<file path="config.mk">
export PLATFORM = sky130hd
export DESIGN_NAME = eeprom_rd_responder
export DESIGN_NICKNAME = d
export VERILOG_FILES = /design/src/rtl/eeprom_rd_pkg.sv /design/src/rtl/eeprom_rd_store.sv /design/src/rtl/eeprom_rd_seq.sv /design/src/rtl/eeprom_rd_responder.sv
export SDC_FILE = /design/constraint.sdc
export NUM_CORES = 1
export LEC_CHECK = 0
export BUFFER_PORTS_ARGS = -buffer_cell sky130_fd_sc_hd__buf_2
export CORE_MARGIN = 2
export CORE_UTILIZATION = 40
export CTS_CLUSTER_DIAMETER = 120
export DETAILED_ROUTE_END_ITERATION = 7
export GPL_TIMING_DRIVEN = 0
export MAX_ROUTING_LAYER = met4
export PLACE_DENSITY = 0.65
export SKIP_LAST_GASP = 1
export SLEW_MARGIN = 20
export SYNTH_ARGS = -nofsm -noshare
export SYNTH_HDL_FRONTEND = slang
export SYNTH_SLANG_ARGS = --single-unit
</file>
<file path="constraint.sdc">
create_clock -name clk -period 4 [get_ports clk]
set_clock_uncertainty 0.15 [all_clocks]
set_input_delay 0.6 -clock clk [delete_from_list [all_inputs] [get_ports clk]]
set_output_delay 0.6 -clock clk [all_outputs]
set_load 0.01 [all_outputs]
</file>
<file path="src/rtl/eeprom_rd_pkg.sv">
package eeprom_rd_pkg;
  localparam int OPC_W = 3;
  localparam logic [OPC_W-1:0] OPC_READ = 3'b110;
endpackage

</file>
<file path="src/rtl/eeprom_rd_store.sv">
module eeprom_rd_store #(
  parameter int ADDR_W = 6,
  parameter int WORD_W = 16,
  localparam int LANES = WORD_W / 8,
  localparam int LANE_W = $clog2(LANES),
  localparam int BYTE_AW = ADDR_W + LANE_W,
  localparam int NBYTES = 1 << BYTE_AW
) (
  input  logic               clk,
  input  logic               wr_en,
  input  logic [BYTE_AW-1:0] wr_addr,
  input  logic [7:0]         wr_data,
  input  logic [ADDR_W-1:0]  rd_addr,
  output logic [WORD_W-1:0]  rd_word
);
  logic [7:0] bytes_q [NBYTES];

  always_ff @(posedge clk) begin
    if (wr_en) bytes_q[wr_addr] <= wr_data;
  end

  // lane g of the word sits at byte offset g, lowest lane first
  for (genvar g = 0; g < LANES; g++) begin : g_lane
    assign rd_word[8*g +: 8] = bytes_q[{rd_addr, LANE_W'(g)}];
  end
endmodule

</file>
<file path="src/rtl/eeprom_rd_seq.sv">
module eeprom_rd_seq
  import eeprom_rd_pkg::*;
#(
  parameter int ADDR_W = 6,
  parameter int WORD_W = 16,
  localparam int TOTAL = OPC_W + ADDR_W + WORD_W,
  localparam int CNT_W = $clog2(TOTAL)
) (
  input  logic              clk,
  input  logic              rst_n,
  input  logic              strobe,
  input  logic              sel,
  input  logic              sck,
  input  logic              din,
  input  logic [WORD_W-1:0] word_i,
  output logic [ADDR_W-1:0] addr_o,
  output logic              dout,
  output logic              unsup,
  output logic [CNT_W-1:0]  bit_cnt,
  output logic              started,
  output logic [OPC_W-1:0]  opcode,
  output logic              sel_prev
);
  localparam logic [CNT_W-1:0] C_OPC_END  = CNT_W'(OPC_W);
  localparam logic [CNT_W-1:0] C_ADDR_END = CNT_W'(OPC_W + ADDR_W);
  localparam logic [CNT_W-1:0] C_ADDR_LST = CNT_W'(OPC_W + ADDR_W - 1);
  localparam logic [CNT_W-1:0] C_LAST     = CNT_W'(TOTAL - 1);

  logic [CNT_W-1:0]  cnt_q, cnt_d;
  logic [OPC_W-1:0]  op_q, op_d;
  logic [ADDR_W-1:0] addr_q, addr_d;
  logic              st_q, st_d;
  logic              dout_q, dout_d;
  logic              un_q, un_d;
  logic              selq_q, selq_d;
  logic [CNT_W-1:0]  dix;
  logic [WORD_W-1:0] wsh;

  always_comb begin
    cnt_d  = cnt_q;
    op_d   = op_q;
    addr_d = addr_q;
    st_d   = st_q;
    dout_d = dout_q;
    un_d   = un_q;
    selq_d = selq_q;
    dix    = '0;
    wsh    = '0;
    if (strobe) begin
      selq_d = sel;
      if (sel && !selq_q) begin
        cnt_d  = '0;
        op_d   = '0;
        addr_d = '0;
        st_d   = 1'b0;
      end
      if (sck && (din || st_d)) begin
        if (cnt_d < C_OPC_END) begin
          st_d = 1'b1;
          op_d = {op_d[OPC_W-2:0], din};
        end else if (op_d == OPC_READ) begin
          if (cnt_d < C_ADDR_END) begin
            dout_d = (cnt_d != C_ADDR_LST);
            addr_d = {addr_d[ADDR_W-2:0], din};
          end else begin
            dix    = cnt_d - C_ADDR_END;
            wsh    = word_i << dix;
            dout_d = wsh[WORD_W-1];
          end
        end else begin
          dout_d = 1'b0;
          un_d   = 1'b1;
        end
        if (cnt_d == C_LAST) begin
          cnt_d  = '0;
          op_d   = '0;
          addr_d = '0;
          st_d   = 1'b0;
        end else begin
          cnt_d = cnt_d + CNT_W'(1);
        end
      end
    end
  end

  always_ff @(posedge clk or negedge rst_n) begin
    if (!rst_n) begin
      cnt_q  <= '0;
      op_q   <= '0;
      addr_q <= '0;
      st_q   <= 1'b0;
      dout_q <= 1'b0;
      un_q   <= 1'b0;
      selq_q <= 1'b0;
    end else if (strobe) begin
      cnt_q  <= cnt_d;
      op_q   <= op_d;
      addr_q <= addr_d;
      st_q   <= st_d;
      dout_q <= dout_d;
      un_q   <= un_d;
      selq_q <= selq_d;
    end
  end

  assign addr_o   = addr_q;
  assign dout     = dout_q;
  assign unsup    = un_q;
  assign bit_cnt  = cnt_q;
  assign started  = st_q;
  assign opcode   = op_q;
  assign sel_prev = selq_q;
endmodule

</file>
<file path="src/rtl/eeprom_rd_responder.sv">
module eeprom_rd_responder
  import eeprom_rd_pkg::*;
#(
  parameter int ADDR_W = 6,
  parameter int WORD_W = 16,
  localparam int LANE_W = $clog2(WORD_W / 8),
  localparam int BYTE_AW = ADDR_W + LANE_W
) (
  input  logic               clk,
  input  logic               rst_n,
  input  logic               pl_we,
  input  logic [BYTE_AW-1:0] pl_addr,
  input  logic [7:0]         pl_data,
  input  logic               strobe,
  input  logic               sel,
  input  logic               sck,
  input  logic               din,
  output logic               dout,
  output logic               unsup
);
  localparam int TOTAL = OPC_W + ADDR_W + WORD_W;
  localparam int CNT_W = $clog2(TOTAL);

  logic [ADDR_W-1:0] rd_addr;
  logic [WORD_W-1:0] rd_word;
  logic [CNT_W-1:0]  bit_cnt;
  logic              started;
  logic [OPC_W-1:0]  opcode;
  logic              sel_prev;

  eeprom_rd_store #(.ADDR_W(ADDR_W), .WORD_W(WORD_W)) u_store (
    .clk     (clk),
    .wr_en   (pl_we),
    .wr_addr (pl_addr),
    .wr_data (pl_data),
    .rd_addr (rd_addr),
    .rd_word (rd_word)
  );

  eeprom_rd_seq #(.ADDR_W(ADDR_W), .WORD_W(WORD_W)) u_seq (
    .clk      (clk),
    .rst_n    (rst_n),
    .strobe   (strobe),
    .sel      (sel),
    .sck      (sck),
    .din      (din),
    .word_i   (rd_word),
    .addr_o   (rd_addr),
    .dout     (dout),
    .unsup    (unsup),
    .bit_cnt  (bit_cnt),
    .started  (started),
    .opcode   (opcode),
    .sel_prev (sel_prev)
  );
endmodule

</file>
==> results.toml <==
[worst_setup_path]
slowest_delay_ps = 500
cp.arrival_ps = 4510
rrSetupSlack_ps = -140
slowest_stage = "buf_2"
critPathCaptureType = "flip-flop"
cp_common_cell = "buf_4"
cp-startpoint = "u_seq.addr_o[2]$_DFFE_PN0P_"
worstPathCellList = "buf_2 > buf_4 > buf_4 > buf_4 > buf_2 > o2111ai_1 > nand4_1 > nor3_1 > o21ai_0 > nand4_1 > a211oi_2"
worstPathRequired_ps = 4370
r2r_cells = 11
path_class = "reg2reg"
r2r_end = "u_seq.dout$_DFFE_PN0P_"
critPathMaxFanout = 10
critPathLaunchType = "flip-flop"
timing.rr.start = "u_seq.addr_o[2]$_DFFE_PN0P_"

[run_status]
violations = "setup timing"
outcome = "complete, but fails checks"

[detailed_routing]
drc = 0
wl_per_cell_um = 34.23
vias_per_cell = 6.174
ant_nets = 0
wirelength_mm = 123.4
drt_iter0_drc = 3361
firstDrtPassIters = 5
via_count = 22260

[logic_synthesis]
synthCells = 2009
synth-edff-count = 1024
synth_commonest_cells = "edfxtp_1 (1024), mux4_2 (230), nor2_1 (137), mux2i_1 (81), nand2_1 (67)"
syn_nets = 2033
synth.avg_cell_area_sq_um = 20.47
synth_top_cell_area_share = 0.7476
ys_warn_count = 0
yosysMostFrequentCell = "edfxtp_1"
ys_types = 64
async_flop_share = 0.01727
ys_seq_area_frac = 0.7585
syn_area_sq_um = 41130
ys.flop_type = "edfxtp_1"
ys_ff_latch = 1042
ys_top_cells_by_area = "edfxtp_1 (75%), mux4_2 (13%), mux2i_1 (2.0%)"
synth_top_area_cell = "edfxtp_1"

[power_and_ir_drop]
combPwrFrac = 0.034
p_seq_frac = 0.531
p_clk_frac = 0.435
ir_worst_vdd_v = 0.0003644
p_total_mw = 22.76
power-per-cell-area_nw_per_um2 = 485.9
p_leak_nw = 14.02
p_sw_frac = 0.2124
switchingPower_mw = 4.835
internal_power_mw = 17.93

[clocking]
htree_num_levels = 3
cts_tree = "done"
cts_made_buffers = 103
cts_setup_buffers = 0
clk_pin_slew_ps = 70
clock_path_buffers = 3
cts-root-buf = "clkbuf_16"
clock_sinks = 1042
clock_latency_ps = 710

[finish]
fin_nets = 2167
area_delta_synth_final_pct = 13.87
final_cells = 3605
nFillCells = 8497
drive_gt1_frac = 0.2349
seqCellArea_sq_um = 31200
final_area_sq_um = 46840
fin_util = 0.4597
multiInputGateArea_sq_um = 9240

[sta]
finalSetupViolations = 1
final_hold_viol_count = 0
fmax_ghz = 0.2417
worst_pin_slew_ps = 1333
finalSetupTns_ps = -137.8
slew_violations = 0
rsz0062_at_grt = "yes"
hold-worst-slack_ps = 41.81
period_share = 1.034
relSlewSlack = 0.1083
finalWorstSetupSlack_ps = -137.8
fin_crit_ps = 4138

[hold_path]
hold_start = "pl_data[7]"
worstHoldPathType = "in2reg"
hold_end = "u_store.bytes_q[110][7]$_DFFE_PP_"
whs_path_depth = 1

[placed_design]
dp_hpwl_mm = 81.37
placed_area_sq_um = 43300
gp_congestion = 0.9705
port_buffers = 19
dp_cells = 3408
post-place-ws_ps = -1428

[die]
die_height_um = 324.7
core-area_sq_um = 101900
ioPinCount = 24
die_area_sq_um = 105400
dieWidth_um = 324.7
start_util = 0.4037
num_rows = 117

[flow_run]
max-cap-violations = 0

[grt]
grt_max_degree = 113
antenna_found_initial = 8
track_usage = 0.2390
grt_pass1_vias = 21940
grt_overflow_total = 0
grt_first_pass_wirelength_mm = 170.7
[timing repair]
| action | in CTS | in global routing |
|---|---|---|
| endpoints found under the hold margin | 18 | 0 |
| resized for setup | 23 | 11 |
| setup endpoints to repair | 14 | 7 |
| hold buffers | 1 | 0 |
| pin swaps | 0 | 1 |
| cloned | 0 | 0 |
[cells by family after synthesis]
family          after synthesis  share of synthesized area
compound gates              177                    0.03209
xor+xnor                      1                  0.0002130
fa+ha+maj                     2                  0.0006083
buf+inv                     122                    0.01922
flops                      1042                     0.7585
mux                         322                     0.1501
simple gates                343                    0.03924
[worst max-delay path: cells and delay by family, from the launching register on]
kind	cells	cell delay [ps]
AO/OA/AOI/OAI	3	970
buffers and inverters	5	1980
flip-flops	1	330
AND/OR/NAND/NOR	3	470
[layer usage]
layer / wire length [um] / part of all wire / global-route usage
met3: 14200 / 0.12 / 0.05948
met1: 46820 / 0.38 / 0.3140
met2: 56640 / 0.46 / 0.3582
met4: 5726 / 0.046 / 0.09682
met5: 0 / 0 / -
[sequential cells by signal (all words and copies together) (netlist names)]
name	count
u_seq.started	1
u_store.bytes_q	1024
u_seq.bit_cnt	5
u_seq.addr_o	6
u_seq.unsup	1
u_seq.sel_prev	1
u_seq.opcode	3
u_seq.dout	1
[cell type report]
cell class	count	area share
antenna	6	0.0003205
buffer	111	0.01686
clock buffer	121	0.05692
clock inverter	72	0.01680
inverter	8	0.0006678
multi-input combinational	845	0.1973
sequential	1042	0.6661
tap	1368	0.03654
timing repair buffer	32	0.008495
[placed cells by master (no fill, tap or decap), types with 8 or more instances in the layout]
master and n:
nor3_2 10, nor3_1 14, a21oi_1 9, clkinv_2 20
a221oi_1 8, dfrtp_1 17, o2111ai_1 10, clkbuf_2 10
nand4_1 15, nor2_1 135, nor4_1 9, nand3_1 31
nor2b_1 21, mux4_2 230, bufinv_16 14, buf_4 14
clkinv_1 28, buf_6 25, edfxtp_1 1024, nand2_1 67
o22ai_1 15, buf_2 39, o21ai_0 18, clkbuf_1 49
mux2i_1 81, a211oi_1 8, a22oi_1 47, clkbuf_16 104
a22o_1 18
[power by group through the flow]
stage | clock [mW] | sequential, mW | combinational, mW
global placement | 0 | 12.3 | 0.690
floorplan | 0 | 12.3 | 0.291
finish | 9.90 | 12.1 | 0.780
CTS | 9.95 | 12.1 | 0.745
global route | 10.3 | 12.1 | 0.804
detailed placement | 0 | 12.3 | 0.745
[worst max path at each step]
stage                                  endpoint  slack [ps]  cells after the start
finish                   u_seq.dout$_DFFE_PN0P_        -140                     11
global route             u_seq.dout$_DFFE_PN0P_         -20                     10
CTS                      u_seq.dout$_DFFE_PN0P_          20                     11
detailed placement       u_seq.dout$_DFFE_PN0P_       -1430                     16
global placement         u_seq.dout$_DFFE_PN0P_       -1440                     16
floorplan           u_seq.addr_o[1]$_DFFE_PN0P_         860                     12
Note: power is estimated with default switching activity, not from simulation.
